$ cat config.mk
export PLATFORM = sky130hd
export DESIGN_NAME = sram_ws_slave
export DESIGN_NICKNAME = d
export VERILOG_FILES = /design/src/rtl/sram_ws_pkg.sv /design/src/rtl/sram_ws_cfgsel.sv /design/src/rtl/sram_ws_lanes.sv /design/src/rtl/sram_ws_seq.sv /design/src/rtl/sram_ws_slave.sv
export SDC_FILE = /design/constraint.sdc
export NUM_CORES = 1
export LEC_CHECK = 0
export BUFFER_PORTS_ARGS = -buffer_cell sky130_fd_sc_hd__buf_4
export CORE_UTILIZATION = 30
export CTS_CLUSTER_DIAMETER = 60
export CTS_CLUSTER_SIZE = 16
export DETAILED_ROUTE_END_ITERATION = 6
export SYNTH_ARGS = -nofsm -noshare
export SYNTH_HDL_FRONTEND = slang
export SYNTH_SLANG_ARGS = --single-unit
$ cat constraint.sdc
create_clock -name clk -period 2.3 [get_ports clk]
set_clock_uncertainty 0.05 [all_clocks]
set_input_delay 0.23 -clock clk [delete_from_list [all_inputs] [get_ports clk]]
set_output_delay 0.23 -clock clk [all_outputs]
set_load 0.005 [all_outputs]
$ cat src/rtl/sram_ws_pkg.sv
package sram_ws_pkg;

    typedef enum logic [1:0] {
        ST_IDLE = 2'd0,
        ST_LEAD = 2'd1,
        ST_MID  = 2'd2,
        ST_TAIL = 2'd3
    } acc_state_t;

    localparam logic [1:0] SZ_BYTE = 2'b00;
    localparam logic [1:0] SZ_HALF = 2'b01;

    localparam logic [1:0] WD_8  = 2'b00;
    localparam logic [1:0] WD_16 = 2'b01;

    localparam int LEN_W       = 3;
    localparam int MIN_WR_LEN  = 3;

    // Access length in cycles from the cycle code; writes need a middle cycle.
    function automatic logic [LEN_W-1:0] access_len(input logic [1:0] cyc, input logic wr);
        logic [LEN_W-1:0] n;
        n = {1'b0, cyc} + LEN_W'(2);
        if (wr && (n < LEN_W'(MIN_WR_LEN)))
            n = LEN_W'(MIN_WR_LEN);
        return n;
    endfunction

endpackage

$ cat src/rtl/sram_ws_cfgsel.sv
module sram_ws_cfgsel #(
    parameter int BANK_BITS = 1
) (
    input  logic [(2<<BANK_BITS)-1:0] cyc_all,
    input  logic [(2<<BANK_BITS)-1:0] wid_all,
    input  logic [BANK_BITS-1:0]      bank,
    output logic [1:0]                cyc,
    output logic [1:0]                wid
);
    localparam int NBANK = 1 << BANK_BITS;

    always_comb begin
        cyc = cyc_all[1:0];
        wid = wid_all[1:0];
        for (int b = 1; b < NBANK; b++) begin
            if (bank == BANK_BITS'(b)) begin
                cyc = cyc_all[2*b +: 2];
                wid = wid_all[2*b +: 2];
            end
        end
    end

endmodule

$ cat src/rtl/sram_ws_lanes.sv
module sram_ws_lanes
    import sram_ws_pkg::*;
(
    input  logic [1:0] size,
    input  logic [1:0] alo,
    input  logic       big_end,
    input  logic [1:0] width,
    output logic [3:0] lane_en
);
    for (genvar i = 0; i < 4; i++) begin : g_lane
        localparam logic [1:0] IDX = 2'(i);
        logic hit;
        logic fits;

        // Lane requested by size, offset and byte order
        always_comb begin
            unique case (size)
                SZ_BYTE: hit = (IDX == (alo ^ {2{big_end}}));
                SZ_HALF: hit = (IDX[1] == (alo[1] ^ big_end));
                default: hit = 1'b1;
            endcase
        end

        // Lane physically present in a bank of this width
        always_comb begin
            unique case (width)
                WD_8:    fits = (i == 0);
                WD_16:   fits = (i < 2);
                default: fits = 1'b1;
            endcase
        end

        assign lane_en[i] = hit & fits;
    end

endmodule

$ cat src/rtl/sram_ws_seq.sv
module sram_ws_seq
    import sram_ws_pkg::*;
#(
    parameter int CW = LEN_W
) (
    input  logic          clk,
    input  logic          rst_n,
    input  logic          start,
    input  logic [CW-1:0] len,
    output logic          idle,
    output logic          busy,
    output logic          strobe_win,
    output logic          ready
);
    acc_state_t    state;
    acc_state_t    nxt;
    logic [CW-1:0] cnt;

    // State register and in-access counter
    always_ff @(posedge clk or negedge rst_n) begin
        if (!rst_n) begin
            state <= ST_IDLE;
            cnt   <= '0;
        end else begin
            state <= nxt;
            if (state == ST_IDLE)
                cnt <= '0;
            else
                cnt <= cnt + CW'(1);
        end
    end

    // Next-state selection
    always_comb begin
        nxt = state;
        unique case (state)
            ST_IDLE: if (start) nxt = ST_LEAD;
            ST_LEAD: nxt = (len > CW'(2)) ? ST_MID : ST_TAIL;
            ST_MID:  if (cnt == (len - CW'(2))) nxt = ST_TAIL;
            ST_TAIL: nxt = ST_IDLE;
        endcase
    end

    // Per-state outputs
    always_comb begin
        idle       = 1'b0;
        busy       = 1'b1;
        strobe_win = 1'b0;
        ready      = 1'b0;
        unique case (state)
            ST_IDLE: begin
                idle  = 1'b1;
                busy  = 1'b0;
                ready = 1'b1;
            end
            ST_LEAD: ready = 1'b0;
            ST_MID:  strobe_win = 1'b1;
            ST_TAIL: ready = 1'b1;
        endcase
    end

endmodule

$ cat src/rtl/sram_ws_slave.sv
module sram_ws_slave
    import sram_ws_pkg::*;
#(
    parameter int MEM_AW = 16
) (
    input  logic              clk,
    input  logic              rst_n,
    input  logic [MEM_AW+2:0] bus_addr,
    input  logic [1:0]        bus_size,
    input  logic              bus_write,
    input  logic              bus_sel,
    input  logic              big_endian,
    input  logic [1:0]        bank0_cyc,
    input  logic [1:0]        bank0_width,
    input  logic [1:0]        bank1_cyc,
    input  logic [1:0]        bank1_width,
    output logic              bus_ready,
    output logic [MEM_AW-1:0] mem_addr,
    output logic              bank_sel,
    output logic              mem_cs_n,
    output logic              mem_oe_n,
    output logic [3:0]        mem_we_n,
    output logic              mem_buf_oe_n,
    output logic              bus_buf_oe_n
);
    localparam int BANK_POS = MEM_AW + 2;

    logic [1:0]        sel_cyc;
    logic [1:0]        sel_wid;
    logic [3:0]        lane_mask;
    logic              seq_idle;
    logic              seq_busy;
    logic              seq_win;
    logic              seq_ready;
    logic              start;

    logic [MEM_AW-1:0] cap_addr;
    logic              cap_bank;
    logic              cap_wr;
    logic [3:0]        cap_mask;
    logic [LEN_W-1:0]  cap_len;

    sram_ws_cfgsel #(.BANK_BITS(1)) u_cfg (
        .cyc_all (({bank1_cyc, bank0_cyc})),
        .wid_all (({bank1_width, bank0_width})),
        .bank    (bus_addr[BANK_POS]),
        .cyc     (sel_cyc),
        .wid     (sel_wid)
    );

    sram_ws_lanes u_lanes (
        .size    (bus_size),
        .alo     (bus_addr[1:0]),
        .big_end (big_endian),
        .width   (sel_wid),
        .lane_en (lane_mask)
    );

    assign start = bus_sel & seq_idle;

    // Transfer attributes are latched once, when the request is accepted
    always_ff @(posedge clk or negedge rst_n) begin
        if (!rst_n) begin
            cap_addr <= '0;
            cap_bank <= 1'b0;
            cap_wr   <= 1'b0;
            cap_mask <= '0;
            cap_len  <= LEN_W'(2);
        end else if (start) begin
            cap_addr <= bus_addr[MEM_AW+1:2];
            cap_bank <= bus_addr[BANK_POS];
            cap_wr   <= bus_write;
            cap_mask <= lane_mask;
            cap_len  <= access_len(sel_cyc, bus_write);
        end
    end

    sram_ws_seq #(.CW(LEN_W)) u_seq (
        .clk        (clk),
        .rst_n      (rst_n),
        .start      (start),
        .len        (cap_len),
        .idle       (seq_idle),
        .busy       (seq_busy),
        .strobe_win (seq_win),
        .ready      (seq_ready)
    );

    // External strobes
    always_comb begin
        mem_cs_n     = ~seq_busy;
        mem_oe_n     = ~(seq_busy & ~cap_wr);
        mem_we_n     = ~({4{seq_win & cap_wr}} & cap_mask);
        mem_buf_oe_n = ~(seq_busy & cap_wr);
        bus_buf_oe_n = ~(seq_busy & ~cap_wr);
        bus_ready    = seq_ready;
        mem_addr     = cap_addr;
        bank_sel     = cap_bank;
    end

endmodule

# Word-level counts from Yosys, hierarchy flattened
# Cells that the tools add are included.
# word_totals
regBits	30
inputBits	34
output_inout_bits	26
word_cells	64
# op_classes
addsub	3
n_lt_le_gt_ge	2
eq_ne	11
mux	18
bitwise	15
reduce_logical	8
# op_table
op	n
logical NOT 2 bit	4
2-to-1 mux 2 bit	4
case mux 1 bit (2 select lines)	4
case mux 2 bit (4 select lines)	1
bitwise AND 1 bit	7
2-to-1 mux 1 bit	7
equality test 2 x 1 -> 1 bit, second input constant	3
2-to-1 mux 3 bit	2
bitwise AND 4 bit	1
equality test 2 bit, first input constant	2
equality test 2 bit, second input constant	2
inequality test 2 x 1 -> 1 bit, second input constant	2
inverter 1 bit	4
inverter 4 bit	1
OR reduction 2 bit	2
adder 2 x 2 -> 3 bit, second input constant	1
adder 3 x 1 -> 3 bit, second input constant	1
equality test 3 bit	1
> comparator 3 x 2 -> 1 bit, second input constant	1
< comparator 3 x 2 -> 1 bit, second input constant	1
subtractor 3 x 2 -> 3 bit, second input constant	1
equality test 1 x 2 -> 1 bit, first input constant	1
AND reduction 2 bit	1
bitwise XOR 2 bit	1
other kinds (2)	2

# Logic depth before layout (Yosys ltp)
# Gate-level depths: netlist of run 1.
# depth
depth_word	5
ltp_mapped	7
ltp_nobuf	6

# Hierarchy
# Synthesis of run 1 repeated with hierarchy kept, for this count alone.
# hier_totals
hier_cells	113
hier_area_um2	1526.5
# modules_own_cells
mod	n_inst	cells_per_inst	area_per_inst_um2	seq_area_each_um2
sram_ws_slave	1	66	1087.3	626.9
sram_ws_seq	1	30	316.6	125.1
sram_ws_lanes	1	13	77.6	0.0
sram_ws_cfgsel	1	4	45.0	0.0

# Worst setup path after synthesis of run 1
# Ideal clock, no wire load.
# synth_path
path_kind	reg2reg
start	register u_seq.state[0]
end	register cap_addr[0] (netlist: mem_addr[0])
setup_time_ps	125
arrival_time_ps	1489
required_time_ps	2125
slack_ps	636
stages_incl_launch_ff	7
path_buffers	2
cell_sequence	dfrtp_1 inv_1 ha_1 and2_4 buf_6 buf_12 mux2_4
# synth_between
elab_chain_cells	3
# synth_lines
element	line	text
from (decl)	sram_ws_seq.sv:15	acc_state_t state;
from (signal assigned)	sram_ws_seq.sv:25	state <= nxt;
logical NOT 2 bit	n/a	
via mem_cs_n	sram_ws_slave.sv:20	output logic mem_cs_n,
2-to-1 mux 1 bit	sram_ws_seq.sv:50	unique case (state)
bitwise AND 1 bit	sram_ws_slave.sv:59	assign start = bus_sel & seq_idle;
to (signal assigned)	sram_ws_slave.sv:70	cap_addr <= bus_addr[MEM_AW+1:2];
to (decl)	sram_ws_slave.sv:37	logic [MEM_AW-1:0] cap_addr;
# The timed path passes the listed nets, and every way through them passes these cells.
# A chain may end at the register's enable or synchronous reset.

# Worst setup path in the final report of run 1
# layout_path
start	register u_seq.state[0]
end	output port bus_buf_oe_n
# layout_between
elab_chain_cells	4
# layout_lines
element	line	text
logical NOT 2 bit	sram_ws_seq.sv:50	
2-to-1 mux 1 bit	sram_ws_seq.sv:50	
bitwise AND 1 bit	sram_ws_slave.sv:95	bus_buf_oe_n = ~(seq_busy & ~cap_wr);
inverter 1 bit	sram_ws_slave.sv:95	
to (decl)	sram_ws_slave.sv:24	output logic bus_buf_oe_n
# No other way between the ends.

==> summary.txt, run 1 <==
Status
  – Outcome: complete, no violations

Global route
  – Initial antenna violation count: 0
  – GRT overflow: 0
  – GRT Util Overall: 13.92%
  – Largest net degree at the start of global routing: 31
  – First-pass GRT wire length: 5313 µm
  – Vias in the first global route: 1154

Die
  – Starting Density: 32.02%
  – Die Ht: 71.11 µm
  – Io pins: 60
  – Area of the core: 4474 µm²
  – Placement row count: 24
  – Chip Width: 71.11 µm
  – Die area: 5056 µm²

CTS
  – Setup repair bufs after CTS: 0
  – CTS Buffer Depth: 2
  – Clock Sinks: 30
  – H-tree depth: 2
  – CTS tree: done
  – Clock root buffer: clkbuf_8
  – Worst-Skew Late Latency: 0.28 ns
  – Reg clk slew, reported paths: 0.07 ns
  – CTS buffer count: 5

Synthesis
  – Number of distinct library cells after synthesis: 34
  – Largest area contributor in the netlist: dfrtp_1
  – Sequential area share after synthesis: 52.49%
  – Synth Cell Area: 1433 µm²
  – Syn Area/Cell: 12.68 µm²
  – Post-synth EDFFs: 0
  – Synth warnings: 0
  – #FFs+latches synth: 30
  – Top cell type's share of synthesized area: 50.66%
  – Ys flop type: dfrtp_1
  – Largest cells by area after synthesis: dfrtp_1, mux2_4, mux2_2
  – Asr flop ratio synth: 100.0%
  – Post-Synthesis Cells: 113
  – Synth Net Count: 152

Drt
  – Routed Antenna Nets: 0
  – Drt pass-1 iters: 5
  – Post-Route WL: 3179 µm
  – Drt initial violations: 49
  – Vias per inst: 4.667
  – Drc violations: 0
  – Wire length per cell: 13.94 µm
  – Via count: 1064

Critical path
  – Cells along the critical path: inv_1, ha_1, or2_2, buf_4
  – Max incr delay on CP: 0.38 ns
  – Crit. Startpoint: u_seq.state[0]
  – Crit end category: output port
  – WS Path Type: reg -> out
  – Crit-path leading delay family: flip-flops
  – Worst Setup Start Kind: flop
  – Worst Path Buf+Inv: 2
  – Reg2reg start: u_seq.state[0]
  – Slowest CP cell: dfrtp_1
  – Crit-path max FO: 9
  – WP data arrival: 1.53 ns
  – CP required: 2.02 ns

Timing
  – Fin. Hold Viols: 0
  – Worst Tran Pin Value: 0.3848 ns
  – Min Tclk post-route: 1.807 ns
  – Period utilization: 78.58%
  – Slew margin rel.: 74.29%
  – Slew Viols, Final: 0
  – RSZ-0062 raised after global routing: no
  – Final setup vio count: 0
  – Post-Route Setup TNS: 0 ns
  – Fmax: 553.3 MHz

Final layout
  – Fillers: 422
  – Seq. cell area: 752.0 µm²
  – Commonest non-fill, non-tap cell in the layout: buf_4
  – Final Non-Filler Cells: 228
  – Post-route core utilization: 44.63%
  – Multi-input gate area: 609.3 µm²
  – Layout cells sized above 1: 51.14%
  – Commonest cells after routing, fill and taps aside: buf_4, dfrtp_1, mux2_2
  – Post-route cell area: 1997 µm²
  – Number of diodes: 0
  – Syn-to-layout area delta: 39.39%
  – Layout Nets: 214

Run
  – Max-cap violations: 0

Placed design
  – Port bufs: 59
  – Dpl cells: 219
  – Post-DP HPWL: 2392 µm
  – Area after DPL: 1892 µm²
  – Placer Congestion: 0.7100

Hold path
  – Worst Hold Class: in -> reg
  – Min-delay src: bus_addr[17]

Power
  – Worst VDD drop: 0.4438 mV
  – PD cells: 1305 nW/µm²
  – Pleak: 0.9636 nW
[synthesized netlist by cell type (2+ instances only)]
cell type   n
nor3_1      3
inv_1       6
xnor2_1     4
mux2_2     10
mux2_4      8
nand2_1     8
o21ai_0     2
nand2b_1    2
nor2b_1     2
nand3_1     4
mux2i_1     2
dfrtp_1    29
ha_1        5
a21oi_1     2
nor2_1      4
o31ai_1     2
buf_2       2
xor2_1      2
[per-stage QoR]
step	power [mW]	hold WS [ns]	setup slack [ns]
5_1_grt	2.807	0.1110	0.3917
4_1_cts	2.644	0.1144	0.4795
6_report	2.606	0.1250	0.4926
3_5_place_dp	2.175	0.1333	0.5062
3_3_place_gp	2.119	0.1250	0.6081
2_1_floorplan	1.662	-0.1156	0.6355
[area by class of cell]
cell class                      count  area share (%)
Clock buffer                        6           4.135
Timing Repair Buffer               60           22.68
Clock inverter                      2          0.6266
Tap cell                           52           3.258
Multi-Input combinational cell     72           30.51
Sequential cell                    30           37.66
Inverter                            6           1.128
[final timing paths]
check	slack, ns	end	depth (start not counted)
max	0.49	bus_buf_oe_n	4
min	0.12	mem_addr[15]	2
max reg2reg	0.50	mem_addr[11]	4
min reg2reg	0.43	cap_mask[3]	2
max in group asynchronous	1.53	cap_len[1]	2
min in group asynchronous	0.36	mem_addr[14]	2
[registers in the layout, indices dropped and copies added, names as in the netlist]
signal and count:
bank_sel 1, cap_len 3, cap_mask 4, cap_wr 1, mem_addr 16, u_seq.cnt 3, u_seq.state 2
[logic make-up after synthesis]
logic type | after synthesis | synth area share (%)
buffers and inverters | 11 | 4.978
adders and majority gates | 5 | 4.367
muxes | 20 | 17.64
DFF | 30 | 52.49
and+or+nand+nor | 26 | 8.908
xor gates and xnor gates | 6 | 3.668
AOI/OAI and AO/OA | 15 | 7.948
[what timing repair did]
action | 4_1_cts | 5_1_grt
hold buffers | 1 | 0
gates resized for setup | 0 | 0
endpoints found under the hold margin | 29 | 0
[routing by layer]
layer | GRT usage (%) | share of wire, % | up-vias
li1 | - | - | 515
met1 | 16.14 | 44 | 499
met2 | 23.08 | 48 | 44
met3 | 5.698 | 6.7 | 6
met4 | 5.333 | 1.5 | 0
met5 | 0 | 0 | -
[power by group]
group	total (mW)	switching, mW	internal [mW]	leakage [nW]
combinational	1.18	0.476	0.703	0.559
clock	0.452	0.212	0.240	0.0472
sequential	0.974	0.172	0.802	0.357
Note: power is estimated with default switching activity, not from simulation.
==> inputs of run 2 (changes only) <==
==> constraint.sdc (replaced) <==
create_clock -name clk -period 1.87 [get_ports clk]
set_clock_uncertainty 0.05 [all_clocks]
set_input_delay 0.187 -clock clk [delete_from_list [all_inputs] [get_ports clk]]
set_output_delay 0.187 -clock clk [all_outputs]
set_load 0.005 [all_outputs]
==> run 2 against run 1 <==
Effect of this change: the flow now finishes with violations (design-rule violations); sequential power is 23% higher; register-to-register slack worse by 0.34 ns; flip-flop and latch count stayed put; critical path depth is 1 higher; sequential share of layout area is 0.40 points lower; worst hold slack worse by 0.029 ns; design area is 1.1% higher; first-iteration DRC count is 29% higher; worst setup slack worse by 0.40 ns; clock power is 15% higher; non-clock buffer count is 3 higher; power is 23% higher; largest cell class unchanged.
==> summary.txt, run 2 (synthesis results as in run 1) <==
Status
  – Outcome: finished, violations left (was complete, no violations)
  – Failing checks: design-rule violations

Critical path
  – FF-to-FF End: u_seq.state[1] (was mem_addr[11])
  – Worst Setup Start Kind: flop (unchanged)
  – Crit-path max FO: 6 (was 9)
  – WP data arrival: 1.54 ns (was 1.53 ns)
  – CP required: 1.63 ns (was 2.02 ns)
  – WS Path Type: reg -> out (unchanged)
  – Reg2reg start: cap_len[1] (was u_seq.state[0])
  – Reg2Reg Setup Slack: 0.16 ns (was 0.50 ns)
  – Crit end category: output port (unchanged)
  – Worst R2R Path Depth: 6 (was 4)

Timing
  – Slew margin rel.: 74.49% (was 74.29%)
  – Fmax: 563.5 MHz
  – Fin. Hold Viols: 0 (unchanged)
  – Final setup vio count: 0 (unchanged)
  – Min Tclk post-route: 1.775 ns
  – Post-Route Setup TNS: 0 ns (unchanged)
  – Worst Tran Pin Value: 0.3827 ns (was 0.3848 ns)
  – RSZ-0062 raised after global routing: no (unchanged)
  – Period utilization: 94.90%
  – Setup ws final: 0.09542 ns (was 0.4926 ns)
  – Hold Worst Slack: 0.09605 ns (was 0.1250 ns)
  – Slew Viols, Final: 0 (unchanged)

CTS
  – H-tree depth: 2 (unchanged)
  – CTS Buffer Depth: 2 (unchanged)
  – CTS tree: done (unchanged)
  – Reg clk slew, reported paths: 0.06 ns (was 0.07 ns)
  – Clock root buffer: clkbuf_8 (unchanged)
  – Worst-Skew Late Latency: 0.27 ns (was 0.28 ns)
  – Clock Sinks: 30 (unchanged)
  – CTS buffer count: 5 (unchanged)

Global route
  – Initial antenna violation count: 0 (unchanged)
  – GRT Util Overall: 12.71% (was 13.92%)
  – Vias in the first global route: 1090 (was 1154)
  – First-pass GRT wire length: 5016 µm (was 5313 µm)
  – Largest net degree at the start of global routing: 31 (unchanged)
  – GRT overflow: 0 (unchanged)

Die
  – Placement row count: 24 (unchanged)
  – Starting Density: 32.02% (unchanged)
  – Die area: 5056 µm² (unchanged)
  – Area of the core: 4474 µm² (unchanged)
  – Die Ht: 71.11 µm (unchanged)
  – Io pins: 60 (unchanged)
  – Chip Width: 71.11 µm (unchanged)

Power
  – Pleak: 0.9778 nW (was 0.9636 nW)
  – P_int: 2.192 mW (was 1.746 mW)
  – PD cells: 1587 nW/µm² (was 1305 nW/µm²)
  – Sw frac: 31.57% (was 33.00%)
  – Seq pwr share: 37.3% (was 37.4%)
  – Comb pwr share: 46.4% (was 45.2%)
  – Total power: 3.204 mW (was 2.606 mW)
  – Sw Pwr: 1.011 mW (was 0.8599 mW)
  – Clock share of power: 16.3% (was 17.3%)
  – Worst VDD drop: 0.5197 mV (was 0.4438 mV)

Final layout
  – Number of diodes: 0 (unchanged)
  – Syn-to-layout area delta: 40.87% (was 39.39%)
  – Multi-input gate area: 611.8 µm² (was 609.3 µm²)
  – Seq. cell area: 752.0 µm² (unchanged)
  – Layout cells sized above 1: 51.96% (was 51.14%)
  – Commonest non-fill, non-tap cell in the layout: buf_4 (unchanged)
  – Fillers: 422 (unchanged)
  – Largest register FFs: 16 (unchanged)
  – Layout Nets: 217 (was 214)
  – Commonest cells after routing, fill and taps aside: buf_4, dfrtp_1, mux2_2 (unchanged)
  – Post-route core utilization: 45.11% (was 44.63%)

Drt
  – Routed Antenna Nets: 0 (unchanged)
  – Post-Route WL: 3000 µm (was 3179 µm)
  – Wire length per cell: 12.99 µm (was 13.94 µm)
  – Vias per inst: 4.615 (was 4.667)
  – Drt pass-1 iters: 7 (was 5)
  – Drc violations: 3 (was 0)
  – Via count: 1066 (was 1064)
  – Drt initial violations: 63 (was 49)

Hold path
  – Hold path endpoint: mem_addr[12] (was mem_addr[15])
  – Min-delay src: bus_addr[14] (was bus_addr[17])
  – Hold depth: 2 (unchanged)
  – Worst Hold Class: in -> reg (unchanged)

Placed design
  – Setup slack at placement: 0.1478 ns (was 0.5062 ns)
  – Post-DP HPWL: 2317 µm (was 2392 µm)
  – Port bufs: 59 (unchanged)
  – Placer Congestion: 0.7031 (was 0.7100)

Run
  – Max-cap violations: 0 (unchanged)
[run 2: cell types whose count changed in the layout (fill, tap and decap cells not counted)]
cell / change
buf_4: +3
clkbuf_1: +1
clkinvlp_4: -1
ha_1: -1
ha_2: +1
[run 2: worst max path at each step]
| stage | start | end | slack (ns) | cells after the start |
|---|---|---|---|---|
| after CTS | u_seq.state[0] | mem_oe_n | 0.007 | 5 |
| after floorplan | u_seq.state[0] | mem_addr[0] | 0.21 | 6 |
| final | u_seq.state[0] | mem_oe_n | 0.1 | 5 |
| after detailed placement | u_seq.state[0] | mem_addr[13] | 0.15 | 4 |
| after global placement | cap_len[1] | u_seq.state[1] | 0.24 | 6 |
| after global routing | u_seq.state[0] | mem_oe_n | 0.03 | 5 |
[run 2: per-layer routing]
layer	GRT usage (%)	up-vias	routed length (µm)
met4	3.111	0	23
met5	0	-	0
met1	15.69	498	1270
met2	21.15	47	1471
li1	-	517	-
met3	4.701	4	234
[run 2: timing repair]
item	in CTS	in global routing
hold buffers	1	0
buffers inserted	0	2
resized for setup	0	1
endpoints found under the hold margin	29	0
setup endpoints to repair	0	2
[run 2: layout make-up]
class | instances | area share, %
Clock buffer | 7 | 4.278
Tap cell | 52 | 3.224
Sequential cell | 30 | 37.26
Multi-Input combinational cell | 72 | 30.32
Timing Repair Buffer | 63 | 23.56
Inverter | 6 | 1.116
Clock inverter | 1 | 0.2480
[run 2: power by group through the flow]
stage / logic [mW] / clock network [mW] / registers (mW)
2_1_floorplan: 0.860 / 0 / 1.18
3_3_place_gp: 1.41 / 0 / 1.20
3_5_place_dp: 1.47 / 0 / 1.21
4_1_cts: 1.47 / 0.546 / 1.20
5_1_grt: 1.62 / 0.578 / 1.25
6_report: 1.49 / 0.522 / 1.20
[run 2: per-stage QoR]
step                      std cells  area [µm²]
after floorplan                 113        1433
after global placement          220        1899
after detailed placement        220        1899
after CTS                       229        2001
after global routing            231        2018
final                           231        2018
[run 2: critical path, stage by stage, from the launching register on]
cell     delay [ns]
dfrtp_1        0.36
inv_1          0.10
ha_2           0.23
buf_4          0.15
or2_2          0.28
buf_4          0.14
